File: config.mk
export PLATFORM = sky130hd
export DESIGN_NAME = edo_dram_ctrl
export DESIGN_NICKNAME = d
export VERILOG_FILES = /design/src/rtl/edo_pkg.sv /design/src/rtl/edo_wait_cnt.sv /design/src/rtl/edo_sat_cnt.sv /design/src/rtl/edo_ref_timer.sv /design/src/rtl/edo_addr_mux.sv /design/src/rtl/edo_dram_ctrl.sv
export SDC_FILE = /design/constraint.sdc
export NUM_CORES = 1
export LEC_CHECK = 0
export BUFFER_PORTS_ARGS = -buffer_cell sky130_fd_sc_hd__buf_2
export CORE_MARGIN = 2
export CORE_UTILIZATION = 55
export DETAILED_ROUTE_END_ITERATION = 7
export GPL_TIMING_DRIVEN = 0
export MAX_ROUTING_LAYER = met4
export PLACE_DENSITY = 0.78
export SYNTH_ARGS = -nofsm -noshare
export SYNTH_HDL_FRONTEND = slang
export SYNTH_HIERARCHICAL = 1
export SYNTH_SLANG_ARGS = --single-unit
export TNS_END_PERCENT = 10
File: constraint.sdc
create_clock -name clk_i -period 6.9 [get_ports clk_i]
set_input_delay 1.725 -clock clk_i [delete_from_list [all_inputs] [get_ports clk_i]]
set_output_delay 1.725 -clock clk_i [all_outputs]
set_load 0.01 [all_outputs]
File: src/rtl/edo_pkg.sv
package edo_pkg;

  typedef enum logic [3:0] {
    ST_IDLE,
    ST_ACT,
    ST_OPEN,
    ST_CAS,
    ST_SAMPLE,
    ST_CP,
    ST_CLOSE,
    ST_PRE,
    ST_CBR_CSR,
    ST_CBR_RAS
  } edo_state_e;

  // nanoseconds -> whole cycles, rounded up, at least one
  function automatic int unsigned ns2cyc(input int unsigned ns, input int unsigned clk_ps);
    int unsigned c;
    c = (ns * 1000 + clk_ps - 1) / clk_ps;
    return (c == 0) ? 1 : c;
  endfunction

endpackage

File: src/rtl/edo_wait_cnt.sv
module edo_wait_cnt #(
  parameter int unsigned W = 8
) (
  input  logic         clk_i,
  input  logic         rst_ni,
  input  logic         load_i,
  input  logic [W-1:0] load_val_i,
  output logic         done_o
);
  logic [W-1:0] cnt_q;

  always_ff @(posedge clk_i or negedge rst_ni) begin
    if (!rst_ni)           cnt_q <= '0;
    else if (load_i)       cnt_q <= load_val_i;
    else if (cnt_q != '0)  cnt_q <= cnt_q - 1'b1;
  end

  assign done_o = (cnt_q == '0);
endmodule

File: src/rtl/edo_sat_cnt.sv
module edo_sat_cnt #(
  parameter int unsigned W = 8
) (
  input  logic         clk_i,
  input  logic         rst_ni,
  input  logic         clr_i,
  input  logic         inc_i,
  output logic [W-1:0] cnt_o
);
  always_ff @(posedge clk_i or negedge rst_ni) begin
    if (!rst_ni)                      cnt_o <= '0;
    else if (clr_i)                   cnt_o <= '0;
    else if (inc_i && (cnt_o != '1))  cnt_o <= cnt_o + 1'b1;
  end
endmodule

File: src/rtl/edo_ref_timer.sv
module edo_ref_timer #(
  parameter int unsigned REF_CYC = 3120
) (
  input  logic clk_i,
  input  logic rst_ni,
  input  logic ack_i,
  output logic pend_o
);
  localparam int unsigned TW = (REF_CYC > 1) ? $clog2(REF_CYC) : 1;

  logic [TW-1:0] tmr_q;
  logic          tick;

  assign tick = (tmr_q == '0);

  always_ff @(posedge clk_i or negedge rst_ni) begin
    if (!rst_ni)   tmr_q <= TW'(REF_CYC - 1);
    else if (tick) tmr_q <= TW'(REF_CYC - 1);
    else           tmr_q <= tmr_q - 1'b1;
  end

  // a new tick wins over an ack in the same cycle
  always_ff @(posedge clk_i or negedge rst_ni) begin
    if (!rst_ni)    pend_o <= 1'b0;
    else if (tick)  pend_o <= 1'b1;
    else if (ack_i) pend_o <= 1'b0;
  end
endmodule

File: src/rtl/edo_addr_mux.sv
module edo_addr_mux #(
  parameter int unsigned AW   = 22,
  parameter int unsigned COLW = 10,
  parameter int unsigned MAW  = 12
) (
  input  logic [AW-1:0]      addr_i,
  input  logic               col_sel_i,
  output logic [AW-COLW-1:0] row_o,
  output logic [MAW-1:0]     addr_o
);
  assign row_o  = addr_i[AW-1:COLW];
  assign addr_o = col_sel_i ? MAW'(addr_i[COLW-1:0]) : MAW'(row_o);
endmodule

File: src/rtl/edo_dram_ctrl.sv
module edo_dram_ctrl
  import edo_pkg::*;
#(
  parameter int unsigned CLK_PS   = 5000,
  parameter int unsigned T_RCD_NS = 20,
  parameter int unsigned T_CAC_NS = 15,
  parameter int unsigned T_CP_NS  = 10,
  parameter int unsigned T_RP_NS  = 40,
  parameter int unsigned T_RAS_NS = 60,
  parameter int unsigned T_CSR_NS = 10,
  parameter int unsigned REF_NS   = 15600,
  parameter int unsigned AW       = 22,
  parameter int unsigned DW       = 16,
  parameter int unsigned COLW     = 10,
  parameter int unsigned MAW      = 12
) (
  input  logic           clk_i,
  input  logic           rst_ni,
  input  logic           req_valid_i,
  output logic           req_ready_o,
  input  logic           req_we_i,
  input  logic [AW-1:0]  req_addr_i,
  input  logic [DW-1:0]  req_wdata_i,
  input  logic [1:0]     req_be_i,
  output logic           rsp_valid_o,
  output logic [DW-1:0]  rsp_rdata_o,
  output logic [MAW-1:0] dram_addr_o,
  output logic           dram_ras_no,
  output logic           dram_lcas_no,
  output logic           dram_ucas_no,
  output logic           dram_we_no,
  output logic           dram_oe_no,
  output logic [DW-1:0]  dram_dq_o,
  output logic           dram_dq_oe_o,
  input  logic [DW-1:0]  dram_dq_i
);
  localparam int unsigned ROWW   = AW - COLW;
  localparam int unsigned RCD_C  = ns2cyc(T_RCD_NS, CLK_PS);
  localparam int unsigned CAC_C  = ns2cyc(T_CAC_NS, CLK_PS);
  localparam int unsigned CP_C   = ns2cyc(T_CP_NS,  CLK_PS);
  localparam int unsigned RP_C   = ns2cyc(T_RP_NS,  CLK_PS);
  localparam int unsigned RAS_C  = ns2cyc(T_RAS_NS, CLK_PS);
  localparam int unsigned CSR_C  = ns2cyc(T_CSR_NS, CLK_PS);
  localparam int unsigned REF_C  = ns2cyc(REF_NS,   CLK_PS);
  localparam int unsigned MAXD   = RCD_C + CAC_C + CP_C + RP_C + RAS_C + CSR_C;
  localparam int unsigned CW     = $clog2(MAXD + 1);
  localparam int unsigned AGEW   = $clog2(RAS_C + 1) + 1;

  edo_state_e st_q, st_n;

  logic            we_q;
  logic [1:0]      be_q;
  logic [DW-1:0]   wdata_q;
  logic [AW-1:0]   addr_q;
  logic [ROWW-1:0] open_row_q;
  logic            ref_after_q;
  logic            miss_q;
  logic            rsp_q;
  logic [DW-1:0]   rdata_q;

  logic            ref_pend;
  logic            ref_ack;
  logic            wait_done;
  logic            wait_load;
  logic [CW-1:0]   wait_val;
  int unsigned     dur;
  logic            ras_low;
  logic            col_phase;
  logic            col_strobe;
  logic [AGEW-1:0] ras_age;
  logic            ras_age_ok;
  logic [ROWW-1:0] req_row;
  logic [ROWW-1:0] q_row;
  logic            accept;
  logic            row_hit;

  assign req_row = req_addr_i[AW-1:COLW];

  // ---------------- sub-blocks ----------------
  edo_ref_timer #(.REF_CYC(REF_C)) u_ref (
    .clk_i  (clk_i),
    .rst_ni (rst_ni),
    .ack_i  (ref_ack),
    .pend_o (ref_pend)
  );

  edo_wait_cnt #(.W(CW)) u_wait (
    .clk_i      (clk_i),
    .rst_ni     (rst_ni),
    .load_i     (wait_load),
    .load_val_i (wait_val),
    .done_o     (wait_done)
  );

  edo_sat_cnt #(.W(AGEW)) u_age (
    .clk_i  (clk_i),
    .rst_ni (rst_ni),
    .clr_i  (!ras_low),
    .inc_i  (ras_low),
    .cnt_o  (ras_age)
  );

  edo_addr_mux #(.AW(AW), .COLW(COLW), .MAW(MAW)) u_amux (
    .addr_i    (addr_q),
    .col_sel_i (col_phase),
    .row_o     (q_row),
    .addr_o    (dram_addr_o)
  );

  // ---------------- handshake ----------------
  assign req_ready_o = ((st_q == ST_IDLE) || (st_q == ST_OPEN)) && !ref_pend;
  assign accept      = req_valid_i && req_ready_o;
  assign row_hit     = (req_row == open_row_q);
  assign ras_age_ok  = (ras_age >= AGEW'(RAS_C - 1));

  // ---------------- sequencer ----------------
  always_comb begin
    st_n = st_q;
    unique case (st_q)
      ST_IDLE: begin
        if (ref_pend)    st_n = ST_CBR_CSR;
        else if (accept) st_n = ST_ACT;
      end
      ST_ACT:    if (wait_done) st_n = ST_CAS;
      ST_CAS:    if (wait_done) st_n = ST_SAMPLE;
      ST_SAMPLE: st_n = ST_CP;
      ST_CP:     if (wait_done) st_n = ST_OPEN;
      ST_OPEN: begin
        if (ref_pend)    st_n = ST_CLOSE;
        else if (accept) st_n = row_hit ? ST_CAS : ST_CLOSE;
      end
      ST_CLOSE:  if (ras_age_ok) st_n = ST_PRE;
      ST_PRE: begin
        if (wait_done) begin
          if (ref_after_q) st_n = ST_CBR_CSR;
          else if (miss_q) st_n = ST_ACT;
          else             st_n = ST_IDLE;
        end
      end
      ST_CBR_CSR: if (wait_done) st_n = ST_CBR_RAS;
      ST_CBR_RAS: if (wait_done) st_n = ST_PRE;
      default:    st_n = ST_IDLE;
    endcase
  end

  always_comb begin
    unique case (st_n)
      ST_ACT:     dur = RCD_C;
      ST_CAS:     dur = CAC_C;
      ST_CP:      dur = CP_C;
      ST_PRE:     dur = RP_C;
      ST_CBR_CSR: dur = CSR_C;
      ST_CBR_RAS: dur = RAS_C;
      default:    dur = 1;
    endcase
  end

  assign wait_load = (st_n != st_q);
  assign wait_val  = CW'(dur - 1);
  assign ref_ack   = (st_n == ST_CBR_CSR) && (st_q != ST_CBR_CSR);

  always_ff @(posedge clk_i or negedge rst_ni) begin
    if (!rst_ni) st_q <= ST_IDLE;
    else         st_q <= st_n;
  end

  always_ff @(posedge clk_i or negedge rst_ni) begin
    if (!rst_ni) begin
      we_q    <= 1'b0;
      be_q    <= 2'b00;
      wdata_q <= '0;
      addr_q  <= '0;
    end else if (accept) begin
      we_q    <= req_we_i;
      be_q    <= req_be_i;
      wdata_q <= req_wdata_i;
      addr_q  <= req_addr_i;
    end
  end

  always_ff @(posedge clk_i or negedge rst_ni) begin
    if (!rst_ni) begin
      open_row_q  <= '0;
      ref_after_q <= 1'b0;
      miss_q      <= 1'b0;
    end else begin
      if ((st_q != ST_ACT) && (st_n == ST_ACT)) open_row_q <= q_row_next();
      if ((st_q == ST_OPEN) && (st_n == ST_CLOSE)) begin
        ref_after_q <= ref_pend;
        miss_q      <= !ref_pend;
      end
      if (ref_ack) ref_after_q <= 1'b0;
      if ((st_q == ST_PRE) && (st_n != ST_PRE)) miss_q <= 1'b0;
    end
  end

  // row that ACT will open: new request from IDLE, latched request otherwise
  function automatic logic [ROWW-1:0] q_row_next();
    return (st_q == ST_IDLE) ? req_row : q_row;
  endfunction

  // ---------------- read capture ----------------
  always_ff @(posedge clk_i or negedge rst_ni) begin
    if (!rst_ni) begin
      rsp_q   <= 1'b0;
      rdata_q <= '0;
    end else begin
      rsp_q <= (st_q == ST_SAMPLE) && !we_q;
      if ((st_q == ST_SAMPLE) && !we_q) rdata_q <= dram_dq_i;
    end
  end

  assign rsp_valid_o = rsp_q;
  assign rsp_rdata_o = rdata_q;

  // ---------------- pin decode ----------------
  assign ras_low    = (st_q == ST_ACT) || (st_q == ST_OPEN) || (st_q == ST_CAS) ||
                      (st_q == ST_SAMPLE) || (st_q == ST_CP) || (st_q == ST_CLOSE) ||
                      (st_q == ST_CBR_RAS);
  assign col_strobe = (st_q == ST_CAS) || (st_q == ST_SAMPLE);
  assign col_phase  = col_strobe || (st_q == ST_CP);

  always_comb begin
    dram_ras_no  = !ras_low;
    dram_lcas_no = 1'b1;
    dram_ucas_no = 1'b1;
    dram_we_no   = 1'b1;
    dram_oe_no   = 1'b1;
    if (col_strobe) begin
      dram_lcas_no = !be_q[0];
      dram_ucas_no = !be_q[1];
      dram_we_no   = !we_q;
      dram_oe_no   = we_q;
    end else if ((st_q == ST_CBR_CSR) || (st_q == ST_CBR_RAS)) begin
      dram_lcas_no = 1'b0;
      dram_ucas_no = 1'b0;
    end
  end

  assign dram_dq_o    = wdata_q;
  assign dram_dq_oe_o = !dram_we_no;

endmodule

### Word level (Yosys, flattened, before mapping)

Cells that the tools add are included.

| storage, ports and cells | value |
|---|---|
| input bits | 60 |
| flip-flop bits (word level) | 99 |

| operators by class | value |
|---|---|
| order comparisons | 1 |
| reduce and logical (&&, ||, !) cells | 33 |
| multiplexer cells | 34 |
| eq/ne operators | 23 |
| add/subtract/negate cells | 4 |

Operator list:

| operator | number |
|---|---|
| $mux W4 | 12 |
| $pmux W4 S10 | 1 |
| $mux W12 | 3 |
| $eq A4 B3 Y1 const B | 7 |
| $mux W5 | 4 |
| $pmux W4 S5 | 1 |
| $eq A4 B4 Y1 const B | 4 |
| $eq A12 B12 Y1 | 1 |
| $eq A4 B2 Y1 const B | 3 |
| $logic_not A12 Y1 | 1 |
| $mux W1 | 12 |
| $sub A12 B1 Y12 const B | 1 |
| $logic_or A1 B1 Y1 | 10 |
| $sub A5 B1 Y5 const B | 2 |
| $eq A4 B1 Y1 const B | 2 |
| $logic_and A1 B1 Y1 | 8 |
| $reduce_bool A2 Y1 | 4 |
| $logic_not A1 Y1 | 6 |
| $add A5 B1 Y5 const B | 1 |
| $ge A5 B4 Y1 const B | 1 |
| $logic_not A5 Y1 | 1 |
| $ne A5 B5 Y1 const B | 1 |
| $reduce_bool A5 Y1 | 1 |
| $logic_not A4 Y1 | 1 |
| 7 further kinds | 7 |

### Longest topological paths before layout

| depth | value |
|---|---|
| depth after elaboration | 12 |
| gate-level depth with buffers | 14 |
| mapped depth without buffers | 13 |

### Cells and area by module

The synthesis kept the hierarchy.

By module, submodules not included:

| module | area an instance (sq um) | instances | seq. area each (sq um) | cells an instance |
|---|---|---|---|---|
| edo_dram_ctrl | 3,668.5 | 1 | 1,901.8 | 283 |
| edo_ref_timer | 669.4 | 1 | 334.1 | 61 |
| edo_wait_cnt | 279.0 | 1 | 125.1 | 27 |
| edo_addr_mux | 261.5 | 1 | 0.0 | 25 |
| edo_sat_cnt | 249.0 | 1 | 125.1 | 23 |

### Worst setup path before layout

OpenSTA, ideal clock, no wires.

| timing | value |
|---|---|
| path kind | reg-to-output |
| start | register st_q[0] |
| end | output port dram_addr_o[1] |
| arrival | 1,825 ps |
| cell stages (with the launch flop) | 8 |
| path slack | 3,350 ps |
| required time | 5,175 ps |
| buffers on the path | 2 |
| cells stage by stage | dfrtp_1 > clkbuf_1 > nand2_1 > nor2_1 > a21oi_1 > nor2_1 > buf_6 > mux2_4 |

| between the ends | value |
|---|---|
| word-level cells in the longest chain between the ends | 4 |

RTL lines:

| element | line | source |
|---|---|---|
| start, declared | edo_dram_ctrl.sv:49 | `edo_state_e st_q, st_n;` |
| start signal, assigned | edo_dram_ctrl.sv:164 | `else st_q <= st_n;` |
| $eq A4 B2 Y1 or $eq A4 B3 Y1 (tied branches) | edo_dram_ctrl.sv:220 | `assign col_strobe = (st_q == ST_CAS) \|\| (st_q == ST_SAMPLE);` |
| $logic_or A1 B1 Y1 | edo_dram_ctrl.sv:220 |  |
| $logic_or A1 B1 Y1 * | edo_dram_ctrl.sv:221 | `assign col_phase = col_strobe \|\| (st_q == ST_CP);` |
| via col_phase | edo_dram_ctrl.sv:68 | `logic col_phase;` |
| $mux W12 * | edo_addr_mux.sv:12 | `assign addr_o = col_sel_i ? MAW'(addr_i[COLW-1:0]) : MAW'(row_o);` |
| end, declared | edo_dram_ctrl.sv:27 | `output logic [MAW-1:0] dram_addr_o,` |

The timed path passes the listed nets; every way through them passes the cells marked *.

### Worst setup path in the final report

| timing | value |
|---|---|
| start | register st_q[0] |
| end | output port dram_addr_o[5] |

The elaborated chain is that of the path after synthesis.

==> run_results.csv <==
group,metric,value,unit
status,status,"finished clean",
synthesis,syn_nets,485,
floorplanning,die_y,101,microns
setup_path,r2r_start,"u_wait/cnt_q[0]$_DFFE_PN0P_",
cells_and_area,area_delta_synth_final,18.2,%
sta,relSlewSlack,0.397,
clock_network,clock_path_buffers,2,
floorplanning,die_w,101,microns
clock_network,cts.reportedPaths.clkPinSlew,0.10,ns
clock_network,cts_tree,"done",
drt,routed_via_density,5.57,
setup_path,critical_path.top_delay_family,"buffers and inverters",
global_route,gr-total-overflow,0,
setup_path,crit_fanout,10,
synthesis,synth-seq-cells,99,
synthesis,post_synth_num_cell_types,61,
sta,setup_viol,0,
synthesis,synth_cells,419,
clock_network,cts_sinks,99,
sta,fmax,218,MHz
synthesis,synthTopCellsByArea,"dfrtp_1 (45%), mux2_2 (16%), mux2_4 (5.3%)",
worst_hold_path,min_from,"u_ref/tmr_q[0]$_DFF_PN1_",
synthesis,synthFlopType,"dfrtp_1",
cells_and_area,ff_latch_area,2490,sq um
cells_and_area,final_nets,608,
global_route,grt_max_degree,69,
synthesis,synth_top_cell_area_share,0.449,
placement,dpl.hpwl,7840,microns
placement,dp.cells,642,
setup_path,path_class,"flop to primary output",
global_route,first_global_vias,3657,
clock_network,cts_buffers,9,
power_and_ir_drop,peakVddDrop,0.000271,V
cells_and_area,post-route-util,0.662,
setup_path,critical_path_arrival,2.85,ns
setup_path,cp-end-kind,"primary output",
setup_path,path_buf_inv,3,
synthesis,synth_most_common_cell,"dfrtp_1",
synthesis,synthTopCellsByCount,"dfrtp_1 (92), mux2_2 (73), mux2_4 (18), xnor2_1 (17), inv_1 (16)",
sta,finalClockSkew,0.00967,ns
drt,drt-initial-drc-count,172,
floorplanning,dieArea,10100,sq um
clock_network,post_cts_resized,0,
floorplanning,coreArea,9150,sq um
floorplanning,rows,35,
setup_path,cp.required,5.18,ns
cells_and_area,multiInputGateArea,2370,sq um
sta,period_share,0.664,
clock_network,post_cts_buffers,0,
cells_and_area,nFillCells,694,
sta,timing_hold_violations_final,0,
synthesis,yosys.area.top_type,"dfrtp_1",
setup_path,cp_cell_sequence,"clkbuf_1 > nand2_1 > nor2_1 > a21oi_1 > nor2_1 > buf_6 > mux2_4 > buf_2",
global_route,grt_antenna_before_repair,0,
floorplanning,start_util,0.560,
placement,portBuffers,111,
clock_network,htree_levels,3,
power_and_ir_drop,power_density,498,nW/um^2
clock_network,insertion_delay,0.37,ns
sta,final.min_clock_period,4.58,ns
sta,timing.hold.ws,0.477,ns
sta,worst_pin_slew,0.897,ns
cells_and_area,finalNonFillerCells,658,
global_route,grtUsageTotal,0.232,
cells_and_area,drive_above_1_share,0.484,
sta,rsz0062_at_grt,"no",
placement,place.gp.congestion,0.851,
drt,vias,3663,
clock_network,cts.hold.buffers_added,0,
drt,drc,0,
setup_path,startpoint_type,"flop",
drt,ant_nets,0,
setup_path,crit_top_cell,"nor2_1",
synthesis,ys_seq_area_frac,0.485,
setup_path,crit_start,"st_q[0]$_DFF_PN0_",
clock_network,root_buffer,"clkbuf_8",
sta,setup_tns,0,ns
synthesis,synth-async-reset-ratio,1.00,
synthesis,synth-warning-count,6,
drt,wl,10900,microns
drt,firstDrtPassIters,4,
setup_path,cpMaxStageDelayCell,"dfrtp_1",
setup_path,slowest_delay,0.57,ns
power_and_ir_drop,p_leak,2.80,nW
synthesis,synth_area,5130,sq um
synthesis,avgSynthCellArea,12.2,sq um
synthesis,synth-edff-count,0,
worst_hold_path,worstHoldPathType,"flop to flop",
cells_and_area,diodes,0,
drt,avgRoutedWirePerCell,16.5,microns
floorplanning,io_pins,112,
global_route,grt_pass1_wl,17900,microns
job,cap_violations,0,
sta,slew_violations,0,
power_and_ir_drop,finalPower,3.02,mW
flip-flops by register name (all words and copies together) (netlist names):
| register | cells |
|---|---|
| be_q | 2 |
| ref_after_q | 1 |
| rsp_valid_o | 1 |
| dram_dq_o | 16 |
| we_q | 1 |
| u_ref/tmr_q | 12 |
| u_ref/pend_o | 1 |
| open_row_q | 12 |
| st_q | 4 |
| rsp_rdata_o | 16 |
| addr_q | 22 |
| miss_q | 1 |
| u_age/cnt_o | 5 |
| u_wait/cnt_q | 5 |
power by group:
group / internal [mW] / switching (mW)
sequential: 0.838 / 0.172
clock: 0.182 / 0.211
combinational: 0.850 / 0.762
total: 1.87 / 1.15
layout make-up:
cell class / count / area share
buffer: 33 / 0.0351
clock buffer: 10 / 0.0227
clock inverter: 6 / 0.0118
inverter: 16 / 0.00991
multi-input combinational: 271 / 0.391
sequential: 99 / 0.410
tap: 111 / 0.0229
timing repair buffer: 112 / 0.0966
cell usage in the layout, fill, tap and decap left out, types with 3 or more instances in the layout:
cell      Yosys  routed
xnor2_1      17      17
ha_1          6       6
nand3_1       7       7
mux2_4       18      18
buf_6         5       5
nor4_1        4       4
a31oi_1       4       4
nor4_2        3       3
buf_2         4     114
buf_1         4       4
o21ai_0      12      12
or3_1         7       7
o31ai_1       8       8
xor2_1        5       5
nand4_1       3       3
dfrtp_1      92      92
inv_1        16      16
mux2i_1       3       3
mux2_2       73      73
or4_1         5       5
a21oi_1       9       9
buf_4        12      13
dfstp_2       7       7
clkbuf_1      7       7
nand2_1      15      15
clkbuf_8      0      10
nor3_1        8       8
nor2_1       15      15
o21ai_1       3       3
final timing paths:
kind / cells past startpoint / to / slack, ns
max reg2reg: 10 / u_wait/cnt_q[2]$_DFFE_PN0P_ / 3.50
min reg2reg: 1 / u_ref/tmr_q[0]$_DFF_PN1_ / 0.48
min in group asynchronous: 1 / dram_dq_o[9]$_DFFE_PN0P_ / 1.28
max in group asynchronous: 2 / u_ref/tmr_q[0]$_DFF_PN1_ / 4.92
min: 1 / u_ref/tmr_q[0]$_DFF_PN1_ / 0.48
max: 8 / dram_addr_o[5] / 2.32
metrics by stage:
stage / cell area [sq um] / setup slack (ns)
after floorplan: 5130 / 3.35
after detailed placement: 5850 / 2.79
final: 6060 / 2.32
after global placement: 5820 / 2.84
after global routing: 6060 / 2.12
after CTS: 6060 / 2.36
cell families after synthesis:
logic type	Yosys count	synth area share
flops	99	0.485
mux	96	0.223
simple gates	90	0.112
compound gates	57	0.0747
buf+inv	49	0.0532
xor+xnor	22	0.0376
fa+ha+maj	6	0.0146
per-layer routing:
layer  global-route usage  wire, microns  vias to the layer above
met4               0.0569             98                        0
met1                0.300           4790                     1814
met2                0.369           5470                      103
li1                     -              -                     1737
met3               0.0624            510                        9
met5                    -              0                        -
Power figures use the tool's default switching activity.
